<file path="config.mk">
export PLATFORM = sky130hd
export DESIGN_NAME = pwm_timer_bank
export DESIGN_NICKNAME = d
export VERILOG_FILES = /design/src/rtl/pwm_timer_pkg.sv /design/src/rtl/pwm_timer_ctrl.sv /design/src/rtl/pwm_timer_datapath.sv /design/src/rtl/pwm_timer_bank.sv
export SDC_FILE = /design/constraint.sdc
export NUM_CORES = 2
export LEC_CHECK = 0
export BUFFER_PORTS_ARGS = -buffer_cell sky130_fd_sc_hd__buf_2
export CAP_MARGIN = 40
export CORE_MARGIN = 4
export CORE_UTILIZATION = 47
export CTS_BUF_LIST = sky130_fd_sc_hd__clkbuf_16
export DETAILED_ROUTE_END_ITERATION = 10
export PLACE_DENSITY = 0.74
export RECOVER_POWER = 100
export SETUP_SLACK_MARGIN = 0.15
export SLEW_MARGIN = 15
export SYNTH_ARGS = -nofsm -noshare
export SYNTH_HDL_FRONTEND = slang
export SYNTH_SLANG_ARGS = --single-unit
export TNS_END_PERCENT = 10
</file>
<file path="constraint.sdc">
create_clock -name clk -period 6.55 [get_ports clk]
set_clock_uncertainty 0.15 [all_clocks]
set_input_delay 1.31 -clock clk [delete_from_list [all_inputs] [get_ports clk]]
set_output_delay 1.31 -clock clk [all_outputs]
set_load 0.05 [all_outputs]
</file>
<file path="src/rtl/pwm_timer_pkg.sv">
package pwm_timer_pkg;
  localparam int MAX_CH   = 8;
  localparam int CNT_W    = 16;
  localparam int CTRL_W   = 10;
  localparam int PRE_W    = 10;
  localparam int HALF_LSB = 16;

  // control word bit positions
  localparam int SRC_PCLK   = 0;
  localparam int SRC_RTC    = 1;
  localparam int SRC_EXT    = 2;
  localparam int PRE_LSB    = 3;
  localparam int PWM_EN     = 7;
  localparam int PWM_LOW    = 8;
  localparam int PWM_ABRUPT = 9;
  localparam int MAX_DIV_SEL = 5;

  // global word addresses
  localparam int OFS_EN        = 'h00;
  localparam int OFS_EN_SET    = 'h04;
  localparam int OFS_EN_CLR    = 'h08;
  localparam int OFS_STOP      = 'h0C;
  localparam int OFS_STOP_SET  = 'h1C;
  localparam int OFS_STOP_CLR  = 'h2C;
  localparam int OFS_FLAG      = 'h10;
  localparam int OFS_FLAG_SET  = 'h14;
  localparam int OFS_FLAG_CLR  = 'h18;
  localparam int OFS_MASK      = 'h20;
  localparam int OFS_MASK_SET  = 'h24;
  localparam int OFS_MASK_CLR  = 'h28;
  localparam int CH_BASE       = 'h30;
  localparam int CH_STRIDE     = 'h10;

  typedef struct packed {
    logic [MAX_CH-1:0] fullWr;
    logic [MAX_CH-1:0] halfWr;
    logic [MAX_CH-1:0] cntWr;
    logic [MAX_CH-1:0] ctrlWr;
    logic [MAX_CH-1:0] enDrop;
    logic [CNT_W-1:0]  wrData;
  } chanStrobes_t;
endpackage

</file>
<file path="src/rtl/pwm_timer_ctrl.sv">
module pwm_timer_ctrl
  import pwm_timer_pkg::*;
#(
  parameter int NUM_CH = 8,
  parameter int ADDR_W = 8,
  parameter int DATA_W = 32
) (
  input  logic                             clk,
  input  logic                             rstN,
  input  logic [ADDR_W-1:0]                busAddr,
  input  logic                             busWrEn,
  input  logic [DATA_W-1:0]                busWrData,
  output logic [DATA_W-1:0]                busRdData,
  input  logic [NUM_CH-1:0]                fullHit,
  input  logic [NUM_CH-1:0]                halfHit,
  input  logic [NUM_CH-1:0][CNT_W-1:0]     fullVal,
  input  logic [NUM_CH-1:0][CNT_W-1:0]     halfVal,
  input  logic [NUM_CH-1:0][CNT_W-1:0]     cntVal,
  input  logic [NUM_CH-1:0][CTRL_W-1:0]    ctrlVal,
  output chanStrobes_t                     chanStb,
  output logic [NUM_CH-1:0]                enable,
  output logic [NUM_CH-1:0]                stop,
  output logic                             irq
);
  logic [NUM_CH-1:0] enableQ, stopQ, flagFullQ, flagHalfQ, maskFullQ, maskHalfQ;
  logic [NUM_CH-1:0] enNext, stopNext, flagFullNext, flagHalfNext, maskFullNext, maskHalfNext;
  logic [NUM_CH-1:0] loBits, hiBits;
  logic [DATA_W-1:0] rdData;
  int addrI, chanNum, regSel;
  logic inChan;
  logic unusedWrBits;

  function automatic logic [NUM_CH-1:0] applyWr(input logic [NUM_CH-1:0] cur,
                                                input logic [NUM_CH-1:0] val,
                                                input logic ld, input logic st,
                                                input logic cl);
    if (ld) return val;
    if (st) return cur | val;
    if (cl) return cur & ~val;
    return cur;
  endfunction

  assign loBits = busWrData[NUM_CH-1:0];
  assign hiBits = busWrData[HALF_LSB +: NUM_CH];
  assign unusedWrBits = ^busWrData[DATA_W-1:HALF_LSB+NUM_CH];

  always_comb begin
    addrI   = int'(busAddr);
    chanNum = (addrI - CH_BASE) / CH_STRIDE;
    regSel  = ((addrI - CH_BASE) % CH_STRIDE) / 4;
    inChan  = (addrI >= CH_BASE) && (chanNum < NUM_CH);

    enNext   = applyWr(enableQ, loBits, busWrEn && addrI == OFS_EN,
                       busWrEn && addrI == OFS_EN_SET, busWrEn && addrI == OFS_EN_CLR);
    stopNext = applyWr(stopQ, loBits, busWrEn && addrI == OFS_STOP,
                       busWrEn && addrI == OFS_STOP_SET, busWrEn && addrI == OFS_STOP_CLR);
    maskFullNext = applyWr(maskFullQ, loBits, busWrEn && addrI == OFS_MASK,
                       busWrEn && addrI == OFS_MASK_SET, busWrEn && addrI == OFS_MASK_CLR);
    maskHalfNext = applyWr(maskHalfQ, hiBits, busWrEn && addrI == OFS_MASK,
                       busWrEn && addrI == OFS_MASK_SET, busWrEn && addrI == OFS_MASK_CLR);
    // a hardware event is never lost to a clear in the same cycle
    flagFullNext = applyWr(flagFullQ, loBits, busWrEn && addrI == OFS_FLAG,
                       busWrEn && addrI == OFS_FLAG_SET, busWrEn && addrI == OFS_FLAG_CLR) | fullHit;
    flagHalfNext = applyWr(flagHalfQ, hiBits, busWrEn && addrI == OFS_FLAG,
                       busWrEn && addrI == OFS_FLAG_SET, busWrEn && addrI == OFS_FLAG_CLR) | halfHit;

    chanStb        = '0;
    chanStb.wrData = busWrData[CNT_W-1:0];
    chanStb.enDrop = MAX_CH'(enableQ & ~enNext);

    rdData = '0;
    case (addrI)
      OFS_EN:   rdData[NUM_CH-1:0] = enableQ;
      OFS_STOP: rdData[NUM_CH-1:0] = stopQ;
      OFS_FLAG: begin
        rdData[NUM_CH-1:0]          = flagFullQ;
        rdData[HALF_LSB +: NUM_CH]  = flagHalfQ;
      end
      OFS_MASK: begin
        rdData[NUM_CH-1:0]          = maskFullQ;
        rdData[HALF_LSB +: NUM_CH]  = maskHalfQ;
      end
      default: ;
    endcase

    for (int i = 0; i < NUM_CH; i++) begin
      if (inChan && chanNum == i) begin
        case (regSel)
          0: begin chanStb.fullWr[i] = busWrEn; rdData[CNT_W-1:0]  = fullVal[i]; end
          1: begin chanStb.halfWr[i] = busWrEn; rdData[CNT_W-1:0]  = halfVal[i]; end
          2: begin chanStb.cntWr[i]  = busWrEn; rdData[CNT_W-1:0]  = cntVal[i];  end
          default: begin chanStb.ctrlWr[i] = busWrEn; rdData[CTRL_W-1:0] = ctrlVal[i]; end
        endcase
      end
    end
  end

  always_ff @(posedge clk or negedge rstN) begin
    if (!rstN) begin
      enableQ   <= '0;
      stopQ     <= '0;
      flagFullQ <= '0;
      flagHalfQ <= '0;
      maskFullQ <= '1;
      maskHalfQ <= '1;
    end else begin
      enableQ   <= enNext;
      stopQ     <= stopNext;
      flagFullQ <= flagFullNext;
      flagHalfQ <= flagHalfNext;
      maskFullQ <= maskFullNext;
      maskHalfQ <= maskHalfNext;
    end
  end

  assign busRdData = rdData;
  assign enable    = enableQ;
  assign stop      = stopQ;
  assign irq       = |({flagHalfQ, flagFullQ} & ~{maskHalfQ, maskFullQ});
endmodule

</file>
<file path="src/rtl/pwm_timer_datapath.sv">
module pwm_timer_datapath
  import pwm_timer_pkg::*;
#(
  parameter int NUM_CH = 8
) (
  input  logic                          clk,
  input  logic                          rstN,
  input  chanStrobes_t                  chanStb,
  input  logic [NUM_CH-1:0]             enable,
  input  logic [NUM_CH-1:0]             stop,
  input  logic                          rtcTick,
  input  logic                          extTick,
  output logic [NUM_CH-1:0]             fullHit,
  output logic [NUM_CH-1:0]             halfHit,
  output logic [NUM_CH-1:0]             pwmOut,
  output logic [NUM_CH-1:0][CNT_W-1:0]  fullVal,
  output logic [NUM_CH-1:0][CNT_W-1:0]  halfVal,
  output logic [NUM_CH-1:0][CNT_W-1:0]  cntVal,
  output logic [NUM_CH-1:0][CTRL_W-1:0] ctrlVal
);
  for (genvar n = 0; n < NUM_CH; n++) begin : g_chan
    logic [CNT_W-1:0]  fullQ, halfQ, cntQ, incVal;
    logic [CTRL_W-1:0] ctrlQ;
    logic [PRE_W-1:0]  preQ, preMask;
    logic [2:0]        divSel;
    logic srcPulse, live, run, tick, wrapNow, midNow, drainQ, pwmLevel;

    always_comb begin
      srcPulse = ctrlQ[SRC_PCLK] ? 1'b1 :
                 ctrlQ[SRC_RTC]  ? rtcTick :
                 ctrlQ[SRC_EXT]  ? extTick : 1'b0;
      divSel   = (ctrlQ[PRE_LSB +: 3] > 3'(MAX_DIV_SEL)) ? 3'(MAX_DIV_SEL) : ctrlQ[PRE_LSB +: 3];
      preMask  = PRE_W'((32'd1 << (2 * int'(divSel))) - 32'd1);
      live     = enable[n] | drainQ;
      run      = live & ~stop[n];
      tick     = run & srcPulse & ((preQ & preMask) == preMask);
      incVal   = cntQ + 1'b1;
      wrapNow  = tick & ~chanStb.cntWr[n] & (incVal == fullQ);
      midNow   = tick & ~chanStb.cntWr[n] & (incVal == halfQ);
      pwmLevel = (ctrlQ[PWM_EN] & live & (cntQ < halfQ)) ^ ctrlQ[PWM_LOW];
    end

    always_ff @(posedge clk or negedge rstN) begin
      if (!rstN) begin
        fullQ  <= '0;
        halfQ  <= '0;
        cntQ   <= '0;
        ctrlQ  <= '0;
        preQ   <= '0;
        drainQ <= 1'b0;
      end else begin
        if (chanStb.fullWr[n]) fullQ <= chanStb.wrData;
        if (chanStb.halfWr[n]) halfQ <= chanStb.wrData;
        if (chanStb.ctrlWr[n]) ctrlQ <= chanStb.wrData[CTRL_W-1:0];

        if (!run)          preQ <= '0;
        else if (srcPulse) preQ <= preQ + 1'b1;

        if (chanStb.cntWr[n]) cntQ <= chanStb.wrData;
        else if (tick)        cntQ <= (incVal == fullQ) ? '0 : incVal;

        if (chanStb.enDrop[n])
          drainQ <= ctrlQ[PWM_EN] & ~ctrlQ[PWM_ABRUPT] & ~wrapNow;
        else if (enable[n] || wrapNow)
          drainQ <= 1'b0;
      end
    end

    assign fullHit[n] = wrapNow;
    assign halfHit[n] = midNow;
    assign pwmOut[n]  = pwmLevel;
    assign fullVal[n] = fullQ;
    assign halfVal[n] = halfQ;
    assign cntVal[n]  = cntQ;
    assign ctrlVal[n] = ctrlQ;
  end
endmodule

</file>
<file path="src/rtl/pwm_timer_bank.sv">
module pwm_timer_bank
  import pwm_timer_pkg::*;
#(
  parameter int NUM_CH = 8,
  parameter int ADDR_W = 8,
  parameter int DATA_W = 32
) (
  input  logic              clk,
  input  logic              rstN,
  input  logic [ADDR_W-1:0] busAddr,
  input  logic              busWrEn,
  input  logic [DATA_W-1:0] busWrData,
  output logic [DATA_W-1:0] busRdData,
  input  logic              rtcTick,
  input  logic              extTick,
  output logic [NUM_CH-1:0] pwmOut,
  output logic              irq
);
  chanStrobes_t                  chanStb;
  logic [NUM_CH-1:0]             enable, stop, fullHit, halfHit;
  logic [NUM_CH-1:0][CNT_W-1:0]  fullVal, halfVal, cntVal;
  logic [NUM_CH-1:0][CTRL_W-1:0] ctrlVal;

  pwm_timer_ctrl #(.NUM_CH(NUM_CH), .ADDR_W(ADDR_W), .DATA_W(DATA_W)) u_ctrl (
    .clk(clk), .rstN(rstN), .busAddr(busAddr), .busWrEn(busWrEn),
    .busWrData(busWrData), .busRdData(busRdData),
    .fullHit(fullHit), .halfHit(halfHit), .fullVal(fullVal), .halfVal(halfVal),
    .cntVal(cntVal), .ctrlVal(ctrlVal), .chanStb(chanStb),
    .enable(enable), .stop(stop), .irq(irq)
  );

  pwm_timer_datapath #(.NUM_CH(NUM_CH)) u_dp (
    .clk(clk), .rstN(rstN), .chanStb(chanStb), .enable(enable), .stop(stop),
    .rtcTick(rtcTick), .extTick(extTick), .fullHit(fullHit), .halfHit(halfHit),
    .pwmOut(pwmOut), .fullVal(fullVal), .halfVal(halfVal), .cntVal(cntVal),
    .ctrlVal(ctrlVal)
  );
endmodule

</file>
# Yosys cells after proc, flatten, opt, wreduce, memory -nomap -nowiden
# Cells that the tools add are included.
# totals
regBits	600
wordCells	585
# classes
reduce_logical	55
mux	210
n_eq_ne	55
bitwise	158
n_shift	8
add_sub_neg	27
order_cmp	18
# ops
operator	n
2-to-1 mux 16 bit	32
2-to-1 mux 8 bit	36
== test 16 bit	16
case mux 10 bit (3 select lines)	8
2-to-1 mux 10 bit	16
case mux 6 bit (3 select lines)	8
adder 16 x 1 -> 16 bit, second input constant	8
== test 32 x 4 -> 1 bit, second input constant	4
less-than comparator 16 bit	8
2-to-1 mux 1 bit	100
bitwise AND 1 bit	82
adder 10 x 1 -> 10 bit, second input constant	8
bitwise AND 10 bit	8
== test 10 bit	8
left shift 1 x 4 -> 10 bit, first input constant	8
subtractor 10 x 1 -> 10 bit, second input constant	8
adder 32 x 1 -> 32 bit	2
== test 32 x 2 -> 1 bit, second input constant	2
== test 32 x 3 -> 1 bit, second input constant	2
logical NOT 32 bit	2
bitwise OR 8 bit	8
bitwise AND 8 bit	7
== test 8 x 6 -> 1 bit, second input constant	5
== test 32 x 1 -> 1 bit, second input constant	1
26 further kinds	144

# Logic depth before layout (Yosys ltp)
# logic_depth
ltp_word	22
ltp_mapped	19
depth_no_buf	16

# By module
# A second synthesis with hierarchy kept.
# hier_totals
cells_unflattened	5247
area_unflattened_um2	45170.8
# by_module_without_submodules
mod	cells_per_inst	n_inst	area_per_inst_um2
pwm_timer_datapath	4029	1	36663.9
pwm_timer_ctrl	1218	1	8506.9

# Least setup slack after synthesis
# Ideal clock, no wire load.
# synth_timing
kind	input -> output
startpoint	in busAddr[4]
endpoint	out busRdData[15]
setup_slack_ns	-2.394
arrival_time_ns	7.484
stages	15
required_ns	5.090
n_path_buf	1
cell_sequence	ha_1 > nor3_1 > nor2b_1 > ha_1 > ha_1 > nand3_1 > ha_1 > or3_1 > nor3_1 > nand2_1 > or2_2 > clkbuf_1 > nand2_1 > a2111oi_0 > a2111oi_0
# synth_between
elab_chain_len	21
elab_cells_between_ends	43
# synth_rtl
item	line	text
start: declaration	pwm_timer_bank.sv:10	input logic [ADDR_W-1:0] busAddr,
subtractor 8 x 6 -> 9 bit	pwm_timer_ctrl.sv:49, pwm_timer_ctrl.sv:50	
bitwise AND 1 bit (no line)	n/a	
adder 32 x 1 -> 32 bit (no line) / bitwise AND 1 bit (equally long branches)	n/a	
less-than comparator 32 x 5 -> 1 bit / adder 32 x 1 -> 32 bit (equally long branches)	n/a	
logical AND 1 bit, or another cell as far along	pwm_timer_ctrl.sv:51	inChan = (addrI >= CH_BASE) && (chanNum < NUM_CH);
logical AND 1 bit / case mux 6 bit (3 select lines) (equally long branches)	pwm_timer_ctrl.sv:87, pwm_timer_ctrl.sv:88	
2-to-1 mux 16 bit	pwm_timer_ctrl.sv:87	if (inChan && chanNum == i) begin
case mux 6 bit (3 select lines)	pwm_timer_ctrl.sv:88	case (regSel)
[... 5 more ...]	n/a	
case mux 6 bit (3 select lines)	pwm_timer_ctrl.sv:88	
2-to-1 mux 16 bit	pwm_timer_ctrl.sv:87	
case mux 6 bit (3 select lines)	pwm_timer_ctrl.sv:88	
2-to-1 mux 16 bit	pwm_timer_ctrl.sv:87	
case mux 6 bit (3 select lines)	pwm_timer_ctrl.sv:88	
2-to-1 mux 16 bit	pwm_timer_ctrl.sv:87	
case mux 6 bit (3 select lines)	pwm_timer_ctrl.sv:88	
2-to-1 mux 16 bit *	pwm_timer_ctrl.sv:87	
end: declaration	pwm_timer_bank.sv:13	output logic [DATA_W-1:0] busRdData,
# Mark *: on every way between the ends. The rest lies on a longest branch, timed or not.

# Final worst setup path
# layout_timing
startpoint	in busAddr[5]
endpoint	out busRdData[4]
# layout_between
elab_chain_len	14
elab_cells_between_ends	48
# layout_rtl
item	line
subtractor 8 x 6 -> 9 bit	pwm_timer_ctrl.sv:49, pwm_timer_ctrl.sv:50
bitwise AND 1 bit (no line)	n/a
adder 32 x 1 -> 32 bit (no line) / bitwise AND 1 bit (equally long branches)	n/a
less-than comparator 32 x 5 -> 1 bit / adder 32 x 1 -> 32 bit (equally long branches)	n/a
logical AND 1 bit, or another cell as far along	pwm_timer_ctrl.sv:51
logical AND 1 bit / case mux 10 bit (3 select lines) (equally long branches)	pwm_timer_ctrl.sv:87, pwm_timer_ctrl.sv:88
2-to-1 mux 16 bit (7 in series)	pwm_timer_ctrl.sv:87
2-to-1 mux 16 bit *	pwm_timer_ctrl.sv:87
# Marks and branches as above.

==> results.yml <==
outcome:
  run_status: "finished with violations"
  violations: "capacitance limit, slew limit"
setup_path:
  slowest_stage: "a221oi_2"
  regToRegSetupSlack_ns: 1.72
  path_cells: "buf_8, ha_4, nor3_4, buf_6, nor2b_2, ha_4, ha_4, inv_1, ha_1, clkbuf_1, nand4bb_4, buf_12, nor3_1, o21ai_0, o2111ai_1, o21ai_0, a221oi_2, o21ai_1, buf_4, buf_6"
  rr_worst_depth: 10
  worst-path-max-fanout: 32
  rr_startpoint: "u_dp.g_chan[2].cntQ[5]$_DFFE_PN0P_"
  path_class: "in -> out"
  required_ns: 5.09
  path_buf_inv: 7
  critPathLaunch: "busAddr[5]"
  cp-start-kind: "primary input"
  slowest_delay_ns: 0.56
  worstPathArrival_ns: 5.01
  crit_path_end_kind: "primary output"
  path_common_cell: "ha_4"
  critPathTopFamily: "compound AO/OA/AOI/OAI gates"
  r2r_end: "u_dp.g_chan[2].cntQ[14]$_DFFE_PN0P_"
layout:
  fin_util_pct: 53.4
  drive_gt1_share_pct: 16.3
  area_delta_synth_final_pct: 12.4
  num-nets-final: 5015
  n_fill_cell: 8022
worst_hold_path:
  holdPathEnd: "u_dp.g_chan[7].halfQ[3]$_DFFE_PN0P_"
  hold_path_depth: 1
  min_from: "u_dp.g_chan[7].halfQ[3]$_DFFE_PN0P_"
  hp-class: "reg -> reg"
routing:
  wl_per_cell_um: 24.9
  ant_nets: 0
  drc: 0
  vias_per_cell: 6.47
  wl_um: 150000
  vias: 39000
  dr.pass1.iters: 6
  drt_iter0_markers: 4809
sta:
  setup_ws_ns: 0.0816
  rsz0062_at_grt: "yes"
  max_slew.worst_pin.slew_ns: 4.22
  max_freq_mhz: 155
  max_slew_margin_pct: -181
  post-route-period-util_pct: 98.8
  drv_slew: 630
  post-route-min-period_ns: 6.47
  hold_viol: 0
  setup_viol: 0
logic_synthesis:
  postSynthAreaPerCell_um2: 8.78
  synth_seq_area_share_pct: 35.6
  synth.area.top_cells: "dfrtp_1, mux2_2, xnor2_1"
  synth_edf_count: 0
  async_flop_share_pct: 100
  ys_dominant_reg_cell: "dfrtp_1"
  yosys.cell_types.count: 92
  ys_ff_latch: 600
  netlist_area_mm2: 0.0422
  synth_largest_area_cell: "dfrtp_1"
  yosys_warnings: 0
  synth_cells: 4809
  synth_top_area_share_pct: 34.6
power_and_ir_drop:
  power_density_mw_per_mm2: 220
  total_power_mw: 10.4
  ir_drop_v: 0.000176
  leakage_nw: 20.2
global_route:
  grt_max_degree: 163
  grt_pass1_vias: 37100
  overflow: 0
  antenna_found_initial: 8
  grt_use_total_pct: 30.8
  grt_pass1_wl_um: 227000
clocking:
  clockRootBuffer: "clkbuf_16"
  clk_latency_ns: 0.65
  clkSlewWorstSetupHoldPaths_ns: 0.06
  hold_buffers: 0
  cts_made_buffers: 72
  cts_tree: "done"
  htree_levels: 3
  cts_sinks: 600
  cts_buffer_depth: 3
placement:
  io_buffer_count: 69
  gp_congestion: 1.00
  pre_cts_ws_ns: -0.383
  hpwl_um: 105000
floorplan:
  die_area_mm2: 0.0947
  die_w_um: 308
  fp.coreArea_mm2: 0.0888
  die_h_um: 308
  rows: 109
  start_util_pct: 47.5
  ios: 86
job:
  cap_violations: 5
## cell usage after synthesis (15+ instances only)
cell	instances
a211oi_1	27
a21o_1	20
a21oi_1	263
a221oi_1	22
a22oi_1	15
a31oi_1	111
a32o_1	33
a32oi_1	21
and3_1	53
buf_1	35
buf_2	51
buf_4	19
clkbuf_1	272
dfrtp_1	584
dfstp_2	16
ha_1	161
inv_1	201
mux2_2	326
mux2i_1	91
nand2_1	340
nand2b_1	21
nand3_1	150
nand3b_1	45
nand4_1	86
nor2_1	460
nor2b_1	44
nor3_1	79
nor3b_1	31
nor4_1	41
o2111ai_1	20
o21a_1	25
o21ai_0	339
o221ai_1	27
o22ai_1	112
or3_1	36
xnor2_1	252
xor2_1	145
## cells in the final DEF, fill, tap and decap left out, drive strengths merged, types with 16 or more instances in the layout
cell	netlist	layout
o21a	25	25
nand3	151	151
xor2	145	145
a22oi	18	18
o2111ai	20	20
mux2i	91	91
mux2	326	326
o22ai	112	112
buf	107	232
nor2b	44	44
clkinv	1	31
a21o	20	20
dfrtp	584	584
nand3b	45	45
a31oi	111	111
nor4	52	52
nor3b	32	32
a32o	33	33
clkbuf	274	141
and3	53	53
nand2b	21	21
xnor2	252	252
a221oi	22	22
nor3	82	82
inv	201	213
a21oi	263	263
ha	161	161
a32oi	21	21
nand4	87	87
nand2	340	340
or3	36	36
o21ai	347	347
nor2	460	460
a211oi	27	27
dfstp	16	16
o221ai	27	27
## report_power, final
group	switching, mW	leakage (nW)	internal [mW]
Combinational	1.33	11.0	0.815
Clock	1.70	1.20	2.39
Sequential	0.300	8.02	3.89
## area by class of cell
cell class	count	area, um2	share of cell area, %
Timing Repair Buffer	300	2460	5.18
Multi-Input combinational cell	3633	25400	53.5
Sequential cell	600	15000	31.7
Inverter	202	758	1.60
Antenna cell	4	10.0	0.0211
Tap cell	1165	1460	3.07
Clock inverter	51	464	0.979
Clock buffer	75	1880	3.96
## timing repair
item | CTS | global route
cloned | 1 | 0
setup endpoints to repair | 16 | 16
pin swaps | 21 | 9
setup buffers | 15 | 3
resized for setup | 82 | 7
## worst reg2reg max path, cell delays in order, from the launching register on
cell       delay [ns]
dfrtp_1          0.63
nand4_1          0.43
nor4_1           1.18
nor3_1           0.17
a2111oi_0        0.45
and4_1           0.26
and4_1           0.57
nor2_1           0.27
clkbuf_1         0.27
a31oi_1          0.22
a21oi_1          0.10
## flip-flops by register name (all words and copies together) (netlist names), 80 cells and up
register,cells
u_dp.g_chan.cntQ,128
u_dp.g_chan.fullQ,128
u_dp.g_chan.halfQ,128
u_dp.g_chan.ctrlQ,80
u_dp.g_chan.preQ,80
## cells by family after synthesis
logic type	after synthesis	share of synthesized area, %
AND/OR/NAND/NOR	1481	17.4
AO/OA/AOI/OAI	1162	17.2
flip-flops	600	35.6
buffers and inverters	583	5.55
multiplexers	417	10.9
XOR/XNOR	403	8.56
adder cells (fa/ha/maj)	162	4.80
other	1	0.00888
## per-stage QoR
step	cells	hold WS [ns]	area [um2]	TNS (ns)
finish	6030	0.354	47400	0
floorplan	4816	0.329	42400	-0.484
global route	6026	0.384	47400	0
global placement	5855	0.336	44500	-0.664
CTS	6018	0.322	47600	0
detailed placement	5876	0.343	44800	-1.18
## routing by layer
| layer | routed length (um) | vias to the layer above | GRT usage, % |
|---|---|---|---|
| li1 | - | 17300 | - |
| met1 | 58900 | 19100 | 40.4 |
| met2 | 66200 | 2168 | 47.4 |
| met3 | 16500 | 482 | 8.44 |
| met4 | 8300 | 6 | 14.7 |
| met5 | 34 | - | 0 |
## worst max-delay path by stage
stage	end	slack, ns	cells past startpoint
finish	busRdData[4]	0.08	20
global route	busRdData[12]	0.006	21
CTS	busRdData[15]	0.14	20
detailed placement	busRdData[2]	-0.38	19
global placement	busRdData[2]	-0.34	20
floorplan	busRdData[10]	-0.09	15
(Power assumes the default switching activity.)
